<file path="src/rtl/alsu_pkg.sv">
package alsu_pkg;
  typedef enum logic [3:0] {
    FN_ADD  = 4'd0,
    FN_SUB  = 4'd1,
    FN_MUL  = 4'd2,
    FN_DIV  = 4'd3,
    FN_AND  = 4'd4,
    FN_OR   = 4'd5,
    FN_NOT  = 4'd6,
    FN_SHL  = 4'd7,
    FN_SHR  = 4'd8,
    FN_ASR  = 4'd9,
    FN_PASS = 4'd10,
    FN_INC2 = 4'd11
  } alsu_fn_e;
endpackage

</file>
<file path="src/rtl/alsu_shifter.sv">
module alsu_shifter #(
  parameter int W  = 16,
  parameter int SW = 5
) (
  input  logic [W-1:0]  din,
  input  logic [SW-1:0] amt,
  input  logic          right,
  input  logic          arith,
  output logic [W-1:0]  dout
);
  logic [SW:0][W-1:0] stg;
  logic               fill;

  assign fill   = right & arith & din[W-1];
  assign stg[0] = din;

  for (genvar s = 0; s < SW; s++) begin : g_stage
    localparam int D = 1 << s;
    if (D >= W) begin : g_full
      assign stg[s+1] = !amt[s] ? stg[s] : {W{fill}};
    end else begin : g_part
      logic [W-1:0] lft, rgt;
      assign lft = {stg[s][W-1-D:0], {D{1'b0}}};
      assign rgt = {{D{fill}}, stg[s][W-1:D]};
      assign stg[s+1] = !amt[s] ? stg[s] : (right ? rgt : lft);
    end
  end

  assign dout = stg[SW];
endmodule

</file>
<file path="src/rtl/alsu_core.sv">
module alsu_core
  import alsu_pkg::*;
#(
  parameter int W  = 16,
  parameter int SW = 5
) (
  input  logic [3:0]    func,
  input  logic [W-1:0]  a,
  input  logic [W-1:0]  b,
  input  logic [SW-1:0] shamt,
  output logic [W-1:0]  c_res,
  output logic [W-1:0]  ch_res,
  output logic          c_wr,
  output logic          ch_wr
);
  localparam int PW = 2 * W;

  logic [W-1:0]  sh_res;
  logic [PW-1:0] prod;
  logic          sh_right, sh_arith;

  assign sh_right = (func == FN_SHR) || (func == FN_ASR);
  assign sh_arith = (func == FN_ASR);
  assign prod     = {{W{1'b0}}, a} * {{W{1'b0}}, b};

  alsu_shifter #(.W(W), .SW(SW)) u_shift (
    .din  (b),
    .amt  (shamt),
    .right(sh_right),
    .arith(sh_arith),
    .dout (sh_res)
  );

  always_comb begin
    c_res  = '0;
    ch_res = '0;
    c_wr   = 1'b1;
    ch_wr  = 1'b0;
    unique case (func)
      FN_ADD:  c_res = a + b;
      FN_SUB:  c_res = a - b;
      FN_MUL: begin
        c_res  = prod[W-1:0];
        ch_res = prod[PW-1:W];
        ch_wr  = 1'b1;
      end
      FN_AND:  c_res = a & b;
      FN_OR:   c_res = a | b;
      FN_NOT:  c_res = ~b;
      FN_SHL,
      FN_SHR,
      FN_ASR:  c_res = sh_res;
      FN_PASS: c_res = b;
      FN_INC2: c_res = b + W'(2);
      default: c_wr  = 1'b0;
    endcase
  end
endmodule

</file>
<file path="src/rtl/alsu_divider.sv">
module alsu_divider #(
  parameter int W = 16
) (
  input  logic         clk,
  input  logic         rst_n,
  input  logic         go,
  input  logic [W-1:0] dvd_hi,
  input  logic [W-1:0] dvd_lo,
  input  logic [W-1:0] dvs,
  output logic         busy,
  output logic         fin,
  output logic [W-1:0] quo_nx,
  output logic [W-1:0] rem_nx
);
  localparam int CW = $clog2(W + 1);

  logic [W-1:0]  rem_q, rem_d, quo_q, quo_d, dvs_q, dvs_d;
  logic [CW-1:0] cnt_q, cnt_d;
  logic          busy_q, busy_d;
  logic [W:0]    r_sh, trial;
  logic          ge;

  assign r_sh   = {rem_q, quo_q[W-1]};
  assign ge     = r_sh >= {1'b0, dvs_q};
  assign trial  = r_sh - {1'b0, dvs_q};
  assign rem_nx = ge ? trial[W-1:0] : r_sh[W-1:0];
  assign quo_nx = {quo_q[W-2:0], ge};
  assign fin    = busy_q && (cnt_q == CW'(1));
  assign busy   = busy_q;

  always_comb begin
    rem_d  = rem_q;
    quo_d  = quo_q;
    dvs_d  = dvs_q;
    cnt_d  = cnt_q;
    busy_d = busy_q;
    if (go && !busy_q) begin
      rem_d  = dvd_hi;
      quo_d  = dvd_lo;
      dvs_d  = dvs;
      cnt_d  = CW'(W);
      busy_d = 1'b1;
    end else if (busy_q) begin
      rem_d  = rem_nx;
      quo_d  = quo_nx;
      cnt_d  = cnt_q - CW'(1);
      busy_d = !fin;
    end
  end

  always_ff @(posedge clk or negedge rst_n) begin
    if (!rst_n) begin
      rem_q  <= '0;
      quo_q  <= '0;
      dvs_q  <= '0;
      cnt_q  <= '0;
      busy_q <= 1'b0;
    end else begin
      rem_q  <= rem_d;
      quo_q  <= quo_d;
      dvs_q  <= dvs_d;
      cnt_q  <= cnt_d;
      busy_q <= busy_d;
    end
  end
endmodule

</file>
<file path="src/rtl/alsu_unit.sv">
module alsu_unit
  import alsu_pkg::*;
#(
  parameter int W  = 16,
  parameter int SW = 5
) (
  input  logic          clk,
  input  logic          rst_n,
  input  logic          start,
  input  logic [3:0]    func,
  input  logic [W-1:0]  a_in,
  input  logic [W-1:0]  ah_in,
  input  logic [W-1:0]  b_in,
  input  logic [SW-1:0] shamt,
  output logic [W-1:0]  c_out,
  output logic [W-1:0]  ch_out,
  output logic          busy,
  output logic          done,
  output logic          div_err
);
  logic [W-1:0] c_q, c_d, ch_q, ch_d;
  logic         done_q, done_d, err_q, err_d;
  logic [W-1:0] core_c, core_ch, quo_nx, rem_nx;
  logic         core_cwr, core_chwr;
  logic         div_busy, div_fin, accept, is_div, div_bad, div_go;

  assign accept  = start && !div_busy;
  assign is_div  = (func == FN_DIV);
  assign div_bad = (b_in == '0) || (ah_in >= b_in);
  assign div_go  = accept && is_div && !div_bad;

  alsu_core #(.W(W), .SW(SW)) u_core (
    .func  (func),
    .a     (a_in),
    .b     (b_in),
    .shamt (shamt),
    .c_res (core_c),
    .ch_res(core_ch),
    .c_wr  (core_cwr),
    .ch_wr (core_chwr)
  );

  alsu_divider #(.W(W)) u_div (
    .clk   (clk),
    .rst_n (rst_n),
    .go    (div_go),
    .dvd_hi(ah_in),
    .dvd_lo(a_in),
    .dvs   (b_in),
    .busy  (div_busy),
    .fin   (div_fin),
    .quo_nx(quo_nx),
    .rem_nx(rem_nx)
  );

  always_comb begin
    c_d    = c_q;
    ch_d   = ch_q;
    err_d  = err_q;
    done_d = 1'b0;
    if (accept) begin
      err_d  = is_div && div_bad;
      done_d = !div_go;
      if (!is_div) begin
        if (core_cwr)  c_d  = core_c;
        if (core_chwr) ch_d = core_ch;
      end
    end
    if (div_fin) begin
      c_d    = quo_nx;
      ch_d   = rem_nx;
      done_d = 1'b1;
    end
  end

  always_ff @(posedge clk or negedge rst_n) begin
    if (!rst_n) begin
      c_q    <= '0;
      ch_q   <= '0;
      done_q <= 1'b0;
      err_q  <= 1'b0;
    end else begin
      c_q    <= c_d;
      ch_q   <= ch_d;
      done_q <= done_d;
      err_q  <= err_d;
    end
  end

  assign c_out   = c_q;
  assign ch_out  = ch_q;
  assign done    = done_q;
  assign div_err = err_q;
  assign busy    = div_busy;
endmodule

</file>
<file path="config.mk">
export PLATFORM = sky130hd
export DESIGN_NAME = alsu_unit
export DESIGN_NICKNAME = d
export VERILOG_FILES = /design/src/rtl/alsu_pkg.sv /design/src/rtl/alsu_shifter.sv /design/src/rtl/alsu_core.sv /design/src/rtl/alsu_divider.sv /design/src/rtl/alsu_unit.sv
export SDC_FILE = /design/constraint.sdc
export NUM_CORES = 1
export LEC_CHECK = 0
export BUFFER_PORTS_ARGS = -buffer_cell sky130_fd_sc_hd__buf_2
export CORE_MARGIN = 2
export CORE_UTILIZATION = 40
export CTS_BUF_LIST = sky130_fd_sc_hd__clkbuf_4 sky130_fd_sc_hd__clkbuf_8
export DETAILED_ROUTE_END_ITERATION = 12
export PLACE_DENSITY = 0.69
export SLEW_MARGIN = 20
export SYNTH_ARGS = -nofsm -noshare
export SYNTH_HDL_FRONTEND = slang
export SYNTH_SLANG_ARGS = --single-unit
</file>
<file path="constraint.sdc">
create_clock -name clk -period 2.5 [get_ports clk]
set_clock_uncertainty 0.05 [all_clocks]
set_input_delay 0.5 -clock clk [delete_from_list [all_inputs] [get_ports clk]]
set_output_delay 0.5 -clock clk [all_outputs]
set_load 0.05 [all_outputs]
</file>
# Word-level counts from Yosys, hierarchy flattened
# Index checks and enable logic that the tools add are counted.
[word_totals]
ff_bits = 88
latch_bits = 0
ram_bits = 0
romBits = 0
inputBits = 60
output_inout_bits = 35
word_cells = 89
memories = 0
[op_classes]
addsub = 5
multipliers = 1
n_div = 0
order_cmp = 2
eq_ne = 13
n_shift = 0
n_mux = 32
bitwise_logic = 5
n_reduce_logical = 22
[ops]
columns = ["op", "n"]
rows = [
  ["two-way mux 16 bit", 23],
  ["case mux 16 bit (9 select lines)", 1],
  ["multiplier 16 x 16 -> 32 bit", 1],
  ["subtractor 16 bit", 2],
  ["greater-or-equal comparator 17 x 16 -> 1 bit", 1],
  ["adder 16 bit", 1],
  ["adder 16 x 2 -> 16 bit, second input constant", 1],
  ["bitwise AND 16 bit", 1],
  ["equality test 4 x 3 -> 1 bit, second input constant", 4],
  ["equality test 4 bit, second input constant", 4],
  ["greater-or-equal comparator 16 bit", 1],
  ["zero test 16 bit", 1],
  ["NOT 16 bit", 1],
  ["bitwise OR 16 bit", 1],
  ["OR reduction 11 bit", 1],
  ["two-way mux 5 bit", 2],
  ["equality test 4 x 2 -> 1 bit, second input constant", 2],
  ["nonzero test 2 bit", 4],
  ["logical AND 1 bit", 6],
  ["two-way mux 1 bit", 6],
  ["AND reduction 3 bit", 2],
  ["equality test 5 x 1 -> 1 bit, second input constant", 1],
  ["subtractor 5 x 1 -> 5 bit, second input constant", 1],
  ["equality test 4 x 1 -> 1 bit, second input constant", 1],
  ["6 further kinds", 11],
]

# Depth between registers and ports, before layout
# Gate-level depths: netlist of the first run.
[depth]
depth_word = 18
mapped_depth = 25
depth_no_buf = 23

# By module
# Synthesis of the first run repeated with hierarchy kept, for this count alone.
[unflattened]
hier_cells = 2249
area_unflattened_um2 = 18261.3
[modules_own_cells]
columns = ["module", "instances", "cells_per_inst", "area_each_um2", "seq_area_each_um2"]
rows = [
  ["alsu_core", 1, 1386, 10918.0, 0.0],
  ["alsu_divider", 1, 394, 3550.9, 1351.3],
  ["alsu_unit", 1, 211, 2029.4, 850.8],
  ["alsu_shifter", 1, 258, 1762.9, 0.0],
]

# Worst setup path after synthesis of the first run
# Ideal clock, no wire load.
[synth_timing]
path_type = "input -> register"
from = "in b_in[14]"
to = "reg ch_q[14], in the netlist ch_out[14]"
setup_time_ns = 0.128
arrival_ns = 6.449
t_required_ns = 2.322
path_slack_ns = -4.127
path_stages = 22
n_path_buf = 3
cell_sequence = "clkbuf_1 -> clkbuf_1 -> clkbuf_1 -> nand2_1 -> fa_1 -> fa_1 -> inv_1 -> fa_1 -> fa_1 -> fa_1 -> inv_1 -> fa_1 -> inv_1 -> ha_1 -> a211oi_1 -> o21ai_0 -> a41oi_1 -> o21ai_1 -> a21bo_2 -> nor4_1 -> mux2i_1 -> nand3_1"
[synth_via]
elab_chain_cells = 6
[synth_rtl]
columns = ["item", "line", "text"]
rows = [
  ["from (decl)", "alsu_unit.sv:13", "input logic [W-1:0] b_in,"],
  ["multiplier 16 x 16 -> 32 bit", "alsu_core.sv:24", "assign prod = {{W{1'b0}}, a} * {{W{1'b0}}, b};"],
  ["two-way mux 16 bit", "alsu_core.sv:39", "unique case (func)"],
  ["two-way mux 16 bit", "alsu_unit.sv:66", "if (core_chwr) ch_d = core_ch;"],
  ["two-way mux 16 bit", "alsu_unit.sv:64", "if (!is_div) begin"],
  ["two-way mux 16 bit", "alsu_unit.sv:61", "if (accept) begin"],
  ["two-way mux 16 bit", "alsu_unit.sv:69", "if (div_fin) begin"],
  ["to (signal assigned)", "alsu_unit.sv:84", "ch_q <= ch_d;"],
  ["to (decl)", "alsu_unit.sv:21", "logic [W-1:0] c_q, c_d, ch_q, ch_d;"],
]
# No other way between the ends. The select of a mux whose other input is x is not followed.
# A chain may end at the register's enable or synchronous reset.

# Worst setup path in the final report of the first run
[layout_timing]
from = "in b_in[4]"
to = "reg ch_q[4], in the netlist ch_out[4]"
# The elaborated chain is that of the path after synthesis.

==> summary.txt, run 1 <==
Final layout
  – Commonest non-fill, non-tap cell in the layout: buf_4
  – Finished Layout Cells: 3,272
  – Post-layout net count: 3,134
  – Layout cells sized above 1: 37.2%
  – Final Instance Area: 25,300 um2
  – Syn-to-layout area delta: 46.6%
  – Most frequent cells in the layout: buf_4 (484), nand2_1 (282), inv_1 (249)
  – Util after Layout: 59.2%
  – Filler Cell Count: 3,632

STA
  – Worst rel slew slack: 56.0%
  – Final setup vio count: 88
  – Worst-Margin Slew: 643 ps
  – Final worst slack: -3160 ps
  – Max Slew Vio Count: 0
  – Fin. Hold Viols: 0
  – Final worst path period need: 5660 ps
  – Total Negative Setup Slacks: -123,250 ps
  – Max Freq: 0.177 GHz
  – Tcrit/Tclk final: 226%
  – RSZ-0062 raised after global routing: true

Pwr
  – Peak supply drop: 2.34 mV
  – Power Dens Cells: 1700 nW/um2
  – Lkg Pwr: 0.0122 uW
  – Power, Total: 43,100 uW

CTS
  – Max Root-Sink Buffers: 2
  – H-Tree Depth: 3
  – Clk pin slew, worst setup/hold paths: 90 ps
  – Cts hold-fix bufs: 0
  – Num Clock Sinks: 88
  – CTS tree: done
  – Clock Latency Late Sink: 380 ps
  – Clk root buf: clkbuf_8
  – Total CTS buffers: 9

Critical path
  – Worst path slowest cell: fa_1
  – R2r startpoint: u_div.dvs_q[2]
  – Crit-path max FO: 5
  – WP data arrival: 5880 ps
  – Critical path startpoint category: input port
  – CP max stage delay: 550 ps
  – R2R Path End: ch_out[13]
  – Worst Setup Path Type: input port to flip-flop
  – R2r setup slk: -560 ps
  – Required @ worst endpoint: 2720 ps
  – Reg2reg path depth: 11
  – Crit-path cells: buf_12, buf_4, and2_4, fa_1, inv_2, fa_1, fa_1, inv_2, fa_1, fa_1, inv_2, fa_1, inv_2, ha_4, buf_4, nand4_1, a21oi_2, a221oi_4, buf_12, o31ai_4, a21oi_2, mux2i_2, a21oi_2, a211o_1
  – Top cell by count, worst path: fa_1
  – Crit. End Element: flip-flop

Drt
  – # DRC: 0
  – Drt wl/cell: 23.0 um
  – Drt via density: 5.74
  – Total wire length: 75,200 um
  – Number of routed nets with antenna violations: 0
  – DR vias: 18,791
  – DRT Pass-1 Iters: 6
  – Iter 0 DRT Violations: 1,553

Synthesis
  – Share of the synthesized area in the top cell type: 22.7%
  – Mapped cell area: 17,300 um2
  – Sequential-to-total area share from yosys stat: 12.8%
  – Area contributors post-synth: fa_1 (23%), dfrtp_1 (13%), ha_1 (11%)
  – Post-synth EDFFs: 0
  – Synth Instances: 2,165
  – Syn_area_per_cell: 7.97 um2
  – Cell variety after synth: 83
  – Yosys reg bits: 88
  – Biggest area consumer among synthesized cells: fa_1
  – Top FF cell, synth: dfrtp_1
  – Synthesis Warnings: 0
  – Synthesized Nets: 2,579
  – Ys async rst share: 100%

Floorplanning
  – Die Y: 212 um
  – Core region area: 42,800 um2
  – I/O Pins: 95
  – Die area: 44,800 um2
  – Die X: 212 um
  – Row count: 76
  – Starting Density: 40.3%

Worst hold path
  – Worst hold path type: input port to asynchronous set/reset pin

Global routing
  – Vias in the first global route: 19,179
  – Global-route wire length before repair: 111,000 um
  – Largest net degree at the start of global routing: 43
  – GRT Util Overall: 32.7%
  – Initial antenna violation count: 6
  – GRT Residual Overflow: 0

Run status
  – Failing checks: negative setup slack
  – Status: complete, but fails checks

Placed design
  – Dpl hpwl: 58,000 um
  – Post-placement cell count: 3,169
  – I/O Buffers: 94
  – Gpl congestion: 1.01
  – Dpl cell area: 22,200 um2

Flow run
  – Max-cap violations: 0
==> metrics by stage <==
stage / setup slack [ps] / hold slack [ps]
after CTS: -3180 / 85.3
after detailed placement: -3840 / 423
after floorplan: -3400 / 154
after global routing: -3360 / 93.7
final: -3160 / 83.7
after global placement: -3740 / 424
==> what timing repair did <==
item,CTS,global route
cloned,4,5
setup buffers,33,57
hold endpoints to repair,0,0
pin swaps,106,107
setup endpoints to repair,88,88
gates resized for setup,318,197
==> kinds of logic after synthesis <==
| kind of cell | synth area share [%] |
|---|---|
| and+or+nand+nor | 19.7 |
| AOI/OAI and AO/OA | 18.4 |
| buffers and inverters | 9.54 |
| adders and majority gates | 34.3 |
| DFF | 12.8 |
| xor gates and xnor gates | 3.70 |
| muxes | 1.67 |
==> final cells by class <==
class | instances | area, um2 | area share (%)
clock inverter | 5 | 81.3 | 0.321
clock buffer | 10 | 138 | 0.544
timing repair buffer | 686 | 5990 | 23.7
multi-input combinational | 1652 | 15100 | 59.8
sequential | 88 | 2200 | 8.70
inverter | 283 | 1080 | 4.28
tap | 546 | 683 | 2.70
antenna | 2 | 5.00 | 0.0198
==> Yosys cell counts (8+ instances only) <==
| library cell | number |
|---|---|
| xor2_1 | 13 |
| buf_1 | 17 |
| nor4_1 | 8 |
| a21oi_1 | 102 |
| nor2b_1 | 12 |
| ha_1 | 158 |
| o211ai_1 | 10 |
| o221ai_1 | 8 |
| nand2_1 | 319 |
| a21o_1 | 18 |
| o21a_1 | 15 |
| nand3_1 | 41 |
| nor2_1 | 118 |
| o31ai_1 | 12 |
| and2_1 | 109 |
| nor3_1 | 43 |
| a31oi_1 | 20 |
| a311oi_1 | 11 |
| inv_1 | 283 |
| fa_1 | 196 |
| xnor2_1 | 60 |
| nand4_1 | 8 |
| a22oi_1 | 46 |
| dfrtp_1 | 88 |
| and3_1 | 16 |
| nand2b_1 | 15 |
| buf_2 | 11 |
| a222oi_1 | 8 |
| o21ai_0 | 116 |
| mux2i_1 | 21 |
| clkbuf_1 | 108 |
| a211oi_1 | 17 |
==> layer usage <==
metal / share of wire [%] / vias up / GRT usage (%) / routed length, um
li1: - / 8359 / - / -
met1: 40 / 9282 / 43.5 / 29900
met2: 46 / 928 / 52.6 / 34300
met3: 9.6 / 220 / 6.50 / 7190
met4: 5.1 / 2 / 12.3 / 3840
met5: 0.020 / - / 0 / 15
==> worst max-delay path: cells and delay by family <==
family,cells,cell delay (ps)
adders and majority gates,7,3310
AOI/OAI and AO/OA,6,960
buffers and inverters,8,680
and+or+nand+nor,2,210
muxes,1,210
==> worst max path at each step <==
stage | to | slack [ps] | startpoint
final | ch_out[4] | -3160 | b_in[4]
after global routing | ch_out[9] | -3360 | b_in[4]
after CTS | ch_out[9] | -3180 | b_in[4]
after detailed placement | ch_out[9] | -3840 | b_in[5]
after global placement | ch_out[9] | -3740 | b_in[5]
after floorplan | ch_out[9] | -3400 | b_in[6]
==> power by group <==
group	switching [uW]	internal (uW)	leakage [uW]	total (uW)
registers	514	1980	0.00110	2500
clock network	551	585	0.000108	1140
logic	20500	19000	0.0110	39500
==> registers in the layout, indices dropped and copies added (netlist names) <==
register and cells:
div_err 1, c_out 16, u_div.busy 1, ch_out 16, u_div.dvs_q 16, u_div.quo_q 16, u_div.cnt_q 5, u_div.rem_q 16
done 1
No activity file was read; power rests on OpenSTA's default activity.
==> inputs of run 2 (changes only) <==
- CTS_BUF_LIST: sky130_fd_sc_hd__clkbuf_4 sky130_fd_sc_hd__clkbuf_8 -> sky130_fd_sc_hd__clkbuf_4
==> summary.txt, run 2 (same netlist as run 1, synthesis figures left out) <==
Run status
  – Status: complete, but fails checks
  – Failing checks: negative setup slack

Worst hold path
  – Worst hold path type: input port to flip-flop
  – WHS Path Cells: 3

Critical path
  – Required @ worst endpoint: 2810 ps (+90 ps)
  – Top delay family on crit path: adder cells
  – R2R Path End: ch_out[13]
  – CP max stage delay: 540 ps (about the same)
  – Worst Setup Path Type: input port to flip-flop
  – Reg2reg path depth: 11 (unchanged)
  – CP bufs+invs: 8 (unchanged)
  – CP Capture Point: ch_out[1]
  – R2r startpoint: u_div.dvs_q[1]
  – Crit-path cells: buf_12, and2_4, fa_1, inv_2, fa_1, fa_2, fa_1, inv_1, fa_1, inv_2, fa_1, inv_2, ha_4, buf_6, nand4_1, a21oi_4, buf_6, o21bai_1, a21boi_1, o22ai_2, xnor2_1, buf_4, a221o_1
  – Worst path slowest cell: fa_1
  – R2r setup slk: -470 ps (+90 ps)
  – Critical path startpoint category: input port
  – Crit-path max FO: 15 (+10)
  – Critical Path Start: b_in[5]
  – Top cell by count, worst path: fa_1
  – Crit. End Element: flip-flop
  – WP data arrival: 5900 ps (+20 ps)
  – WP depth: 23 (-4.2%)

Placed design
  – Post-placement cell count: 3,169 (unchanged)
  – Dpl hpwl: 58,000 um (unchanged)
  – Pre-CTS setup slack: -3840 ps (unchanged)
  – Gpl congestion: 1.01 (unchanged)
  – I/O Buffers: 94 (unchanged)

STA
  – Final worst path period need: 5590 ps (-65.1 ps)
  – Hold slack: 300 ps (+216 ps)
  – Final setup vio count: 88 (unchanged)
  – Fin. Hold Viols: 0 (unchanged)
  – Worst-Margin Slew: 609 ps (-34.1 ps)
  – Worst rel slew slack: 58.3% (+2.3 points)
  – Tcrit/Tclk final: 224% (-2.6 points)
  – Max Freq: 0.179 GHz (+1.2%)
  – Final worst slack: -3090 ps (+65.1 ps)
  – RSZ-0062 raised after global routing: true
  – Max Slew Vio Count: 0 (unchanged)

Drt
  – Drt via density: 5.67 (-1.3%)
  – Drt wl/cell: 22.6 um (-1.7%)
  – Number of routed nets with antenna violations: 0 (unchanged)
  – Total wire length: 72,900 um (-3.0%)
  – Iter 0 DRT Violations: 1,732 (+12%)
  – # DRC: 0 (unchanged)
  – DRT Pass-1 Iters: 7 (+1)
  – DR vias: 18,295 (-2.6%)

Final layout
  – Commonest non-fill, non-tap cell in the layout: buf_4
  – Layout cells sized above 1: 34.6% (-2.6 points)
  – Most frequent cells in the layout: buf_4 (467), nand2_1 (297), inv_1 (250)
  – Finished Layout Cells: 3,229 (-1.3%)
  – Syn-to-layout area delta: 41.2%
  – Util after Layout: 57.0% (-2.2 points)
  – Post-layout net count: 3,090 (-1.4%)

Floorplanning
  – I/O Pins: 95 (unchanged)
  – Die X: 212 um (unchanged)
  – Die Y: 212 um (unchanged)
  – Die area: 44,800 um2 (unchanged)
  – Starting Density: 40.3% (unchanged)
  – Core region area: 42,800 um2 (unchanged)
  – Row count: 76 (unchanged)

CTS
  – CTS tree: done
  – Clock Latency Late Sink: 470 ps (+90 ps)
  – Num Clock Sinks: 88 (unchanged)
  – Total CTS buffers: 9 (unchanged)
  – H-Tree Depth: 3 (unchanged)
  – Max Root-Sink Buffers: 2 (unchanged)
  – Clk pin slew, worst setup/hold paths: 150 ps (+60 ps)
  – Clk root buf: clkbuf_4

Pwr
  – Peak supply drop: 2.46 mV (+5.1%)
  – Internal: 20,500 uW (-5.0%)
  – Reg power frac: 6.0% (+0.2 points)
  – Lkg Pwr: 0.0117 uW (-3.6%)
  – Comb power frac: 91.8% (+0.2 points)
  – Sw Share: 50.4% (+0.50 points)
  – Clock share of power: 2.2% (-0.4 points)
  – Power Dens Cells: 1700 nW/um2 (-0.34%)
  – NetSw: 20,900 uW (-3.1%)

Global routing
  – GRT Util Overall: 32.4% (-0.32 points)
  – GRT Residual Overflow: 0 (unchanged)
  – Vias in the first global route: 18,930 (-1.3%)
  – Global-route wire length before repair: 109,000 um (-1.7%)
  – Initial antenna violation count: 7 (+1)
  – Largest net degree at the start of global routing: 43 (unchanged)

Flow run
  – Max-cap violations: 0 (unchanged)
run 2: changes by cell type in the layout (fill, tap and decap cells not counted), moves of 7 or more:
cell,before,now
nand2_4,10,3
clkbuf_8,10,0
buf_4,484,467
buf_6,77,65
buf_12,39,25
nand2_2,26,18
clkbuf_4,0,9
nand2_1,282,297
run 2: through the flow:
step / instance area (um2) / TNS, ps / total power (uW)
2_1_floorplan: 18200 / -95920 / 19600
3_3_place_gp: 22200 / -157060 / 32700
3_5_place_dp: 22200 / -162970 / 33200
4_1_cts: 23700 / -93790 / 38500
5_1_grt: 24400 / -105160 / 44100
6_report: 24400 / -98600 / 41400
run 2: worst min-delay path by stage:
stage	startpoint	endpoint	slack [ps]
finish	ah_in[15]	u_div.rem_q[15]	300
global route	ah_in[15]	u_div.rem_q[15]	280
CTS	ah_in[15]	u_div.rem_q[15]	270
detailed placement	ch_out[3]	ch_out[3]	420
global placement	ch_out[3]	ch_out[3]	420
floorplan	rst_n	c_out[0]	150
run 2: routing by layer:
layer | wire length [um] | vias up | GRT usage, %
met4 | 3070 | 2 | 12.9
met1 | 30100 | 9029 | 42.4
met3 | 6720 | 168 | 8.11
met5 | 13 | - | 0
li1 | - | 8284 | -
met2 | 33100 | 812 | 51.4
run 2: layout make-up:
cell class                      count  area [um2]
Fill cell                        3786       18400
Inverter                          283        1070
Clock buffer                        9        67.6
Timing Repair Buffer              642        5400
Antenna cell                        3        7.51
Clock inverter                      6        85.1
Sequential cell                    88        2200
Multi-Input combinational cell   1652       14900
Tap cell                          546         683
run 2: worst reg2reg max path, delay by kind of cell, from the launching register on:
family          cells  cell delay (ps)
compound gates      5             1250
flops               1              370
mux                 1              380
xor+xnor            1              100
buf+inv             2              250
fa+ha+maj           1              300
simple gates        1              150
run 2: timing repair:
action,CTS,global route
gates resized for setup,278,129
hold endpoints to repair,40,0
pin swaps,109,72
cloned,1,3
setup endpoints to repair,88,88
buffers inserted,26,20
hold buffers,1,0
run 2: power by group through the flow:
stage	registers, uW	clock network (uW)	logic [uW]
after global routing	2500	976	40600
after global placement	2470	0	30200
after CTS	2440	926	35100
after floorplan	3090	0	16500
after detailed placement	2470	0	30800
final	2480	931	38000
